### config.mk
export PLATFORM = sky130hd
export DESIGN_NAME = periph_bus_arbiter
export DESIGN_NICKNAME = d
export VERILOG_FILES = /design/src/rtl/arb_pkg.sv /design/src/rtl/lockout_arbiter.sv /design/src/rtl/apb_phase_fsm.sv /design/src/rtl/bridge_front.sv /design/src/rtl/periph_bus_arbiter.sv
export SDC_FILE = /design/constraint.sdc
export NUM_CORES = 1
export LEC_CHECK = 0
export BUFFER_PORTS_ARGS = -buffer_cell sky130_fd_sc_hd__buf_4
export CORE_MARGIN = 1.5
export CORE_UTILIZATION = 54
export CTS_CLUSTER_DIAMETER = 120
export DETAILED_ROUTE_END_ITERATION = 16
export PLACE_DENSITY_LB_ADDON = 0.05
export RECOVER_POWER = 50
export SLEW_MARGIN = 10
export SYNTH_ARGS = -nofsm -noshare
export SYNTH_HDL_FRONTEND = slang
export SYNTH_HIERARCHICAL = 1
export SYNTH_SLANG_ARGS = --single-unit
### constraint.sdc
create_clock -name clk -period 4.5 [get_ports clk]
set_clock_uncertainty 0.05 [all_clocks]
set_input_delay 0.45 -clock clk [delete_from_list [all_inputs] [get_ports clk]]
set_output_delay 0.45 -clock clk [all_outputs]
set_load 0.02 [all_outputs]
### src/rtl/arb_pkg.sv
package arb_pkg;
  typedef enum logic [1:0] {
    PH_IDLE   = 2'd0,
    PH_SETUP  = 2'd1,
    PH_ACCESS = 2'd2
  } phase_t;

  typedef enum logic {
    OWN_DMA = 1'b0,
    OWN_BR  = 1'b1
  } owner_t;
endpackage

### src/rtl/lockout_arbiter.sv
module lockout_arbiter #(
  parameter int LOCK_LIMIT = 3
) (
  input  logic clk,
  input  logic rst,
  input  logic arb_en,
  input  logic dma_req,
  input  logic br_pend,
  output logic grant_v,
  output logic grant_br
);
  localparam int CNT_W = $clog2(LOCK_LIMIT + 2);
  localparam logic [CNT_W-1:0] LIMIT_C = CNT_W'(LOCK_LIMIT);

  logic [CNT_W-1:0] refusals;
  logic             reversed;

  assign reversed = (refusals == LIMIT_C);
  assign grant_v  = arb_en & (dma_req | br_pend);
  assign grant_br = br_pend & (~dma_req | reversed);

  always_ff @(posedge clk) begin
    if (rst) begin
      refusals <= '0;
    end else if (arb_en) begin
      if (!br_pend || grant_br) begin
        refusals <= '0;
      end else if (!reversed) begin
        refusals <= refusals + 1'b1;
      end
    end
  end

  // the count never passes the limit
  a_r5_cnt_bound: assert property (@(posedge clk) disable iff (rst)
    refusals <= LIMIT_C);

  // a contended loss below the limit adds exactly one refusal
  a_r5_count_loss: assert property (@(posedge clk) disable iff (rst)
    (arb_en && dma_req && br_pend && !reversed) |=> refusals == $past(refusals) + 1'b1);

  // granting the bridge clears the count
  a_r6_clear_on_grant: assert property (@(posedge clk) disable iff (rst)
    (arb_en && br_pend && grant_br) |=> refusals == '0);

  // below the limit, contention goes to the DMA
  a_r4_dma_first: assert property (@(posedge clk) disable iff (rst)
    (arb_en && dma_req && br_pend && refusals < LIMIT_C) |-> !grant_br);
endmodule

### src/rtl/apb_phase_fsm.sv
module apb_phase_fsm
  import arb_pkg::*;
#(
  parameter int ADDR_W = 16,
  parameter int DATA_W = 32
) (
  input  logic              clk,
  input  logic              rst,
  input  logic              grant_v,
  input  logic              grant_br,
  input  logic [ADDR_W-1:0] dma_addr,
  input  logic              dma_write,
  input  logic [DATA_W-1:0] dma_wdata,
  input  logic [ADDR_W-1:0] br_addr,
  input  logic              br_write,
  input  logic [DATA_W-1:0] br_wdata,
  input  logic [DATA_W-1:0] prdata,
  input  logic              pready,
  input  logic              pslverr,
  output logic              phase_idle,
  output logic              br_fin,
  output logic              psel,
  output logic              penable,
  output logic [ADDR_W-1:0] paddr,
  output logic              pwrite,
  output logic [DATA_W-1:0] pwdata,
  output logic              dma_done,
  output logic [DATA_W-1:0] dma_rdata,
  output logic              dma_slverr
);
  localparam int NSRC = 2;

  phase_t phase;
  owner_t owner;

  logic [ADDR_W-1:0] src_addr  [NSRC];
  logic              src_write [NSRC];
  logic [DATA_W-1:0] src_wdata [NSRC];
  logic [$clog2(NSRC)-1:0] sel_idx;

  assign src_addr[0]  = dma_addr;
  assign src_write[0] = dma_write;
  assign src_wdata[0] = dma_wdata;
  assign src_addr[1]  = br_addr;
  assign src_write[1] = br_write;
  assign src_wdata[1] = br_wdata;
  assign sel_idx      = grant_br;

  assign phase_idle = (phase == PH_IDLE);
  assign br_fin     = (phase == PH_ACCESS) & pready & (owner == OWN_BR);

  always_ff @(posedge clk) begin
    if (rst) begin
      phase      <= PH_IDLE;
      owner      <= OWN_DMA;
      psel       <= 1'b0;
      penable    <= 1'b0;
      paddr      <= '0;
      pwrite     <= 1'b0;
      pwdata     <= '0;
      dma_done   <= 1'b0;
      dma_rdata  <= '0;
      dma_slverr <= 1'b0;
    end else begin
      dma_done <= 1'b0;
      case (phase)
        PH_IDLE: begin
          if (grant_v) begin
            phase  <= PH_SETUP;
            owner  <= grant_br ? OWN_BR : OWN_DMA;
            psel   <= 1'b1;
            paddr  <= src_addr[sel_idx];
            pwrite <= src_write[sel_idx];
            pwdata <= src_wdata[sel_idx];
          end
        end
        PH_SETUP: begin
          penable <= 1'b1;
          phase   <= PH_ACCESS;
        end
        PH_ACCESS: begin
          if (pready) begin
            psel    <= 1'b0;
            penable <= 1'b0;
            phase   <= PH_IDLE;
            if (owner == OWN_DMA) begin
              dma_done   <= 1'b1;
              dma_rdata  <= prdata;
              dma_slverr <= pslverr;
            end
          end
        end
        default: phase <= PH_IDLE;
      endcase
    end
  end

  // SETUP is always followed by ACCESS
  a_r2_setup_then_access: assert property (@(posedge clk) disable iff (rst)
    (psel && !penable) |=> (psel && penable));

  // enable never without select
  a_r2_enable_needs_sel: assert property (@(posedge clk) disable iff (rst)
    penable |-> psel);

  // a stalled ACCESS keeps the bus steady
  a_r3_hold_on_wait: assert property (@(posedge clk) disable iff (rst)
    (psel && penable && !pready) |=>
      (psel && penable && $stable(paddr) && $stable(pwrite) && $stable(pwdata)));

  // completion strobe lasts a single cycle
  a_r9_done_pulse: assert property (@(posedge clk) disable iff (rst)
    dma_done |=> !dma_done);
endmodule

### src/rtl/bridge_front.sv
module bridge_front #(
  parameter int ADDR_W = 16,
  parameter int DATA_W = 32
) (
  input  logic              clk,
  input  logic              rst,
  input  logic              br_req,
  input  logic [ADDR_W-1:0] br_addr,
  input  logic              br_write,
  input  logic [DATA_W-1:0] br_wdata,
  input  logic              fin,
  input  logic [DATA_W-1:0] prdata,
  input  logic              pslverr,
  output logic              pend,
  output logic [ADDR_W-1:0] held_addr,
  output logic              held_write,
  output logic [DATA_W-1:0] held_wdata,
  output logic              hready,
  output logic [DATA_W-1:0] br_rdata,
  output logic              br_slverr
);
  always_ff @(posedge clk) begin
    if (rst) begin
      pend       <= 1'b0;
      hready     <= 1'b1;
      held_addr  <= '0;
      held_write <= 1'b0;
      held_wdata <= '0;
      br_rdata   <= '0;
      br_slverr  <= 1'b0;
    end else if (fin) begin
      pend      <= 1'b0;
      hready    <= 1'b1;
      br_rdata  <= prdata;
      br_slverr <= pslverr;
    end else if (br_req && hready) begin
      pend       <= 1'b1;
      hready     <= 1'b0;
      held_addr  <= br_addr;
      held_write <= br_write;
      held_wdata <= br_wdata;
    end
  end

  // an accepted request pulls ready low
  a_r8_low_after_accept: assert property (@(posedge clk) disable iff (rst)
    (br_req && hready) |=> !hready);

  // completion releases ready
  a_r8_release_on_fin: assert property (@(posedge clk) disable iff (rst)
    fin |=> (hready && !pend));
endmodule

### src/rtl/periph_bus_arbiter.sv
module periph_bus_arbiter #(
  parameter int ADDR_W     = 16,
  parameter int DATA_W     = 32,
  parameter int LOCK_LIMIT = 3
) (
  input  logic              clk,
  input  logic              rst,
  input  logic              dma_req,
  input  logic [ADDR_W-1:0] dma_addr,
  input  logic              dma_write,
  input  logic [DATA_W-1:0] dma_wdata,
  output logic              dma_done,
  output logic [DATA_W-1:0] dma_rdata,
  output logic              dma_slverr,
  input  logic              br_req,
  input  logic [ADDR_W-1:0] br_addr,
  input  logic              br_write,
  input  logic [DATA_W-1:0] br_wdata,
  output logic              hready,
  output logic [DATA_W-1:0] br_rdata,
  output logic              br_slverr,
  output logic              psel,
  output logic              penable,
  output logic [ADDR_W-1:0] paddr,
  output logic              pwrite,
  output logic [DATA_W-1:0] pwdata,
  input  logic [DATA_W-1:0] prdata,
  input  logic              pready,
  input  logic              pslverr
);
  logic              br_pend;
  logic [ADDR_W-1:0] br_held_addr;
  logic              br_held_write;
  logic [DATA_W-1:0] br_held_wdata;
  logic              br_fin;
  logic              phase_idle;
  logic              grant_v;
  logic              grant_br;

  bridge_front #(.ADDR_W(ADDR_W), .DATA_W(DATA_W)) u_front (
    .clk        (clk),
    .rst        (rst),
    .br_req     (br_req),
    .br_addr    (br_addr),
    .br_write   (br_write),
    .br_wdata   (br_wdata),
    .fin        (br_fin),
    .prdata     (prdata),
    .pslverr    (pslverr),
    .pend       (br_pend),
    .held_addr  (br_held_addr),
    .held_write (br_held_write),
    .held_wdata (br_held_wdata),
    .hready     (hready),
    .br_rdata   (br_rdata),
    .br_slverr  (br_slverr)
  );

  lockout_arbiter #(.LOCK_LIMIT(LOCK_LIMIT)) u_arb (
    .clk      (clk),
    .rst      (rst),
    .arb_en   (phase_idle),
    .dma_req  (dma_req),
    .br_pend  (br_pend),
    .grant_v  (grant_v),
    .grant_br (grant_br)
  );

  apb_phase_fsm #(.ADDR_W(ADDR_W), .DATA_W(DATA_W)) u_fsm (
    .clk        (clk),
    .rst        (rst),
    .grant_v    (grant_v),
    .grant_br   (grant_br),
    .dma_addr   (dma_addr),
    .dma_write  (dma_write),
    .dma_wdata  (dma_wdata),
    .br_addr    (br_held_addr),
    .br_write   (br_held_write),
    .br_wdata   (br_held_wdata),
    .prdata     (prdata),
    .pready     (pready),
    .pslverr    (pslverr),
    .phase_idle (phase_idle),
    .br_fin     (br_fin),
    .psel       (psel),
    .penable    (penable),
    .paddr      (paddr),
    .pwrite     (pwrite),
    .pwdata     (pwdata),
    .dma_done   (dma_done),
    .dma_rdata  (dma_rdata),
    .dma_slverr (dma_slverr)
  );

  // the bridge is never waiting with ready high while the bus serves it
  a_r8_low_while_owned: assert property (@(posedge clk) disable iff (rst)
    (br_pend && psel) |-> !hready);
endmodule

# --- Word-level counts from Yosys, hierarchy flattened ---
# Index checks and enable logic that the tools add are counted.
totals:
  ff_bits: 175
  latch_bits: 0
  ram_bits: 0
  rom_bits: 0
  in_bits: 136
  out_inout_bits: 119
  elab_cells: 73
  n_memories: 0
op_classes:
  addsub: 1
  n_mul: 0
  n_div: 0
  n_lt_le_gt_ge: 1
  eq_ne: 6
  n_shift: 0
  muxes: 20
  n_bitwise: 12
  reduce_logical: 15
op_table:
  columns: ["cell", "count"]
  rows:
  - ["32-bit two-way mux", 3]
  - ["16-bit two-way mux", 3]
  - ["2-bit AND reduction", 5]
  - ["1-bit two-way mux", 7]
  - ["3-bit two-way mux", 2]
  - ["2-bit != test, second input constant", 3]
  - ["2-bit one-hot mux with 3 select lines", 1]
  - ["3-bit AND reduction", 2]
  - ["1-bit inverter", 5]
  - ["1-bit AND", 4]
  - ["2-bit two-way mux", 2]
  - ["1-bit one-hot mux with 2 select lines", 2]
  - ["2-bit nonzero test", 2]
  - ["3-bit by 1-bit adder with 3-bit output, second input constant", 1]
  - ["3-bit by 2-bit == test with 1-bit output, second input constant", 1]
  - ["3-bit OR reduction", 1]
  - ["2-bit by 1-bit == test with 1-bit output, second input constant", 1]
  - ["2-bit == test, second input constant", 1]
  - ["2-bit greater-or-equal comparator, second input constant", 1]
  - ["2-bit logical NOT", 1]
  - ["1-bit inverter with 2-bit output", 1]
  - ["1-bit OR", 2]
  - ["2-bit OR reduction", 1]
  - ["1-bit logical AND", 1]
  - ["other kinds (2)", 2]

# --- Longest topological paths before layout ---
depth:
  word_depth: 7
  ltp_mapped: 8
  ltp_nobuf: 6

# --- Hierarchy ---
# The synthesis kept the hierarchy.
modules_own_cells:
  columns: ["module", "n_inst", "cells_each", "area_per_inst_um2", "seq_area_each_um2"]
  rows:
  - ["apb_phase_fsm", 1, 337, 3767.4, 1761.7]
  - ["bridge_front", 1, 327, 3404.5, 1681.6]
  - ["lockout_arbiter", 1, 17, 170.2, 60.1]

# --- Least setup slack after synthesis ---
# Ideal clock, no wire load.
synth_path:
  kind: "input to register"
  startpoint: "in pready"
  endpoint: "reg u_front.held_addr[10]"
  setup_ps: 72
  t_arrival_ps: 1710
  t_required_ps: 4378
  path_slack_ps: 2668
  path_stages: 8
  path_buffers: 4
  cell_sequence: "nor2b_1 > and3_1 > buf_6 > and3b_1 > clkbuf_2 > buf_6 > buf_6 > mux2i_1"
synth_via:
  elab_chain_len: 4
synth_lines:
  columns: ["element", "line_no", "rtl"]
  rows:
  - ["start: declaration", "periph_bus_arbiter.sv:28", "input logic pready,"]
  - ["1-bit AND (2 in a row)", "apb_phase_fsm.sv:50", "assign br_fin = (phase == PH_ACCESS) & pready & (owner == OWN_BR);"]
  - ["named net br_fin", "periph_bus_arbiter.sv:35", "logic br_fin;"]
  - ["1-bit inverter (no source line)", null, null]
  - ["2-bit AND reduction (no source line)", null, null]
  - ["end signal: assignment", "bridge_front.sv:39", "held_addr <= br_addr;"]
  - ["end: declaration", "bridge_front.sv:15", "output logic [ADDR_W-1:0] held_addr,"]
# The timed path passes the listed nets, and every way through them passes these cells.
# A chain may end at the register's enable or synchronous reset.

# --- Worst setup path in the final report ---
layout_path:
  startpoint: "reg u_arb.refusals[0]"
  endpoint: "reg u_fsm.pwdata[14]"
layout_via:
  elab_chain_len: 7
layout_lines:
  columns: ["element", "line_no", "rtl"]
  rows:
  - ["start: declaration", "lockout_arbiter.sv:15", "logic [CNT_W-1:0] refusals;"]
  - ["start signal: assignment", "lockout_arbiter.sv:29", "refusals <= refusals + 1'b1;"]
  - ["3-bit by 2-bit == test with 1-bit output", "lockout_arbiter.sv:18", "assign reversed = (refusals == LIMIT_C);"]
  - ["1-bit OR", "lockout_arbiter.sv:20", "assign grant_br = br_pend & (~dma_req | reversed);"]
  - ["1-bit AND", "lockout_arbiter.sv:20", null]
  - ["named net grant_br", "periph_bus_arbiter.sv:38", "logic grant_br;"]
  - ["1-bit inverter with 2-bit output (not written as such)", "apb_phase_fsm.sv:74", "pwdata <= src_wdata[sel_idx];"]
  - ["32-bit two-way mux (not written as such) (3 in a row)", "apb_phase_fsm.sv:74", null]
  - ["end signal: assignment", "apb_phase_fsm.sv:74", null]
  - ["end: declaration", "apb_phase_fsm.sv:26", "output logic [DATA_W-1:0] pwdata,"]
# The timed path passes the listed nets, and every way through them passes these cells. The select of a mux whose other input is x is not followed.

==> metrics.md <==
| Metric | Value |
|---|---|
| Placed Cells | `1,064` |
| Non-Filler Instances | `1,096` |
| Via Count | `5,636` |
| Failing checks | `capacitance limit, slew limit` |
| # IOs | `255` |
| Critical path type | `flop to flop` |
| Layout area overhead | `27.1%` |
| Final Hold Fails | `0` |
| Gr usage total | `0.242` |
| Overall power | `3.74 mW` |
| Setup ws final | `1.83 ns` |
| Peak VDD IR | `0.261 mV` |
| Die area | `0.0143 mm2` |
| Most used DFF post-synth | `dfxtp_1` |
| Initial DRC Count | `324` |
| Number of diodes | `0` |
| Seq cells post-synth | `175` |
| Maximum clock insertion buffer count | `2` |
| Outcome | `finished, violations left` |
| Final-report max-slew violation count | `34` |
| Yosys top cell area share | `0.477` |
| Commonest non-fill, non-tap cells in the layout | `dfxtp_1, buf_4, mux2i_1` |
| Relative slew margins | `-0.00743` |
| Worst-path fanout max | `32` |
| Pwr per Cell Area | `401 mW/mm2` |
| WL final | `17,500 um` |
| Max-cap viol count | `1` |
| Die Y | `120 um` |
| Switching portion of total power | `0.268` |
| Synth top area cells | `dfxtp_1, mux2i_1, o2bb2ai_2` |
| Share of layout cells above drive strength 1 | `0.247` |
| # rows | `42` |
| Core area | `0.0132 mm2` |
| Post-synthesis async set-or-reset flop share | `0` |
| Initial core utilization | `0.554` |
| Pin count of the biggest net entering global routing | `121` |
| Cts repair resizes | `0` |
| Synth Area per Inst | `10.8 um2` |
| Setup crit start kind | `flop` |
| Combinational fraction of design power | `0.149` |
| Nets@finish | `1,045` |
| Clock network fraction of total power | `0.390` |
| Port buffer count | `254` |
| Worst-margin pin slew | `1.51 ns` |
| Sequential power share | `0.461` |
| LEAKAGE | `3.54 nW` |
| Clk Latency, worst-skew pair | `0.42 ns` |
| CP arrival | `2.91 ns` |
| Syn Nets | `819` |
| Postcts setup bufs | `0` |
| Post-synth EDFFs | `0` |
| NetSw | `1.00 mW` |
| # hold bufs at CTS | `0` |
| RSZ-0062 raised after global routing | `no` |
| Commonest non-fill, non-tap cell in the layout | `dfxtp_1` |
| Int Power | `2.74 mW` |
| Mapped Cells | `681` |
| Yosys warning total | `6` |
| Seq/Total Area, Yosys | `0.477` |
| Die width | `120 um` |
| Vias in the first global route | `5,664` |
| Overflow after GRT | `0` |
| Worst endpoint required time | `4.74 ns` |
| Clk slew on worst S/H paths | `0.07 ns` |
| Inserted Clock Buffers | `17` |
| Unique masters post-synth | `29` |
| Setup-failing EPs final | `0` |
| DRC viols | `0` |
| CP endpoint kind | `flop` |
| Placer Congestion | `0.749` |
| First-pass GRT wire length | `27,900 um` |
| CTS root buffer | `clkbuf_16` |
| Final hold slack | `0.170 ns` |
| Tcrit/Tclk final | `0.593` |
| Pre-antenna DRT Iters | `6` |
| Largest area contributor in the netlist | `dfxtp_1` |
| Synthesized area | `0.00734 mm2` |
| Clk sink count | `175` |
| CTS tree | `done` |
| DP Worst Slack | `1.85 ns` |
| Period minus WS final | `2.67 ns` |
| Via density | `5.14` |
| Final setup TNS | `0 ns` |
| Post-route ant nets | `0` |
| Dpl hpwl | `12,000 um` |
| Hold crit path type | `input port to flop` |
| Fmax achieved | `375 MHz` |
| Initial antenna violation count | `0` |
| H-tree depth | `4` |
| Routed WL per cell | `16.0 um` |
## cells by family (layout without fill, tap and decap cells)
family / count (synthesis) / count (layout) / share of synthesized area
multiplexers: 132 / 132 / 0.180
flip-flops: 175 / 175 / 0.477
adder cells (fa/ha/maj): 2 / 2 / 0.00341
AND/OR/NAND/NOR: 220 / 220 / 0.155
AO/OA/AOI/OAI: 93 / 93 / 0.133
buffers and inverters: 59 / 298 / 0.0511
## path summary, 6_finish.rpt
kind	startpoint	to	slack, ns	cells after the start
hold reg to reg	u_fsm/dma_rdata[24]$_SDFFE_PP0P_	u_fsm/dma_rdata[24]$_SDFFE_PP0P_	0.40	2
hold / removal	br_req	u_front/hready$_SDFFE_PP1P_	0.17	2
setup / recovery	u_arb/refusals[0]$_SDFFE_PP0P_	u_fsm/pwdata[14]$_SDFFE_PP0P_	1.83	7
setup reg to reg	u_arb/refusals[0]$_SDFFE_PP0P_	u_fsm/pwdata[14]$_SDFFE_PP0P_	1.83	7
## synthesized netlist by cell type, types with 2 or more instances
library cell	instances
dfxtp_1	175
nor2_1	41
a21oi_1	36
nand2b_1	100
nor3b_1	2
buf_4	7
nor2b_1	2
buf_2	17
ha_1	2
clkbuf_1	15
mux2i_1	132
nand2_1	66
o2bb2ai_2	49
buf_6	14
inv_1	5
a22o_1	3
and3b_1	3
## registers in the layout (all words and copies together), names as in the netlist, 2 cells and up
| name | cells |
|---|---|
| u_front/br_rdata | 32 |
| u_fsm/pwdata | 32 |
| u_arb/refusals | 3 |
| u_fsm/dma_rdata | 32 |
| u_front/held_wdata | 32 |
| u_fsm/paddr | 16 |
| u_fsm/phase | 2 |
| u_front/held_addr | 16 |
## worst max-delay path, cell delays in order, from the launching register on
cell and delay, ns:
dfxtp_1 0.37, ha_1 0.17, ha_1 0.16, inv_1 0.07, a21boi_4 0.69, buf_4 0.61, mux2i_1 0.31, o2bb2ai_2 0.07
## cell type report
class / instances / area (um2)
clock buffers: 20 / 457
clock inverters: 12 / 136
fillers: 1106 / 3910
inverters: 5 / 18.8
multi-input cells: 447 / 3490
flip-flops and latches: 175 / 3500
well taps: 176 / 220
repair buffers: 261 / 1510
## power groups by stage
stage	combinational (mW)	sequential [mW]	clock, mW
6_report	0.557	1.73	1.46
5_1_grt	0.598	1.74	1.56
4_1_cts	0.618	1.73	1.48
3_5_place_dp	0.616	1.76	0
3_3_place_gp	0.602	1.76	0
2_1_floorplan	0.304	1.82	0
## layer usage
metal | vias to the layer above | share of wire | global-route usage
li1 | 2777 | - | -
met1 | 2652 | 0.43 | 0.299
met2 | 182 | 0.49 | 0.399
met3 | 25 | 0.066 | 0.0689
met4 | 0 | 0.020 | 0.0990
met5 | - | 0 | 0
## metrics by stage
stage	utilization	area, um2
5_1_grt	0.705	9330
3_5_place_dp	0.695	9210
3_3_place_gp	0.695	9210
2_1_floorplan	-	7340
6_report	0.705	9330
4_1_cts	0.740	9800
No activity file was read; power rests on OpenSTA's default activity.
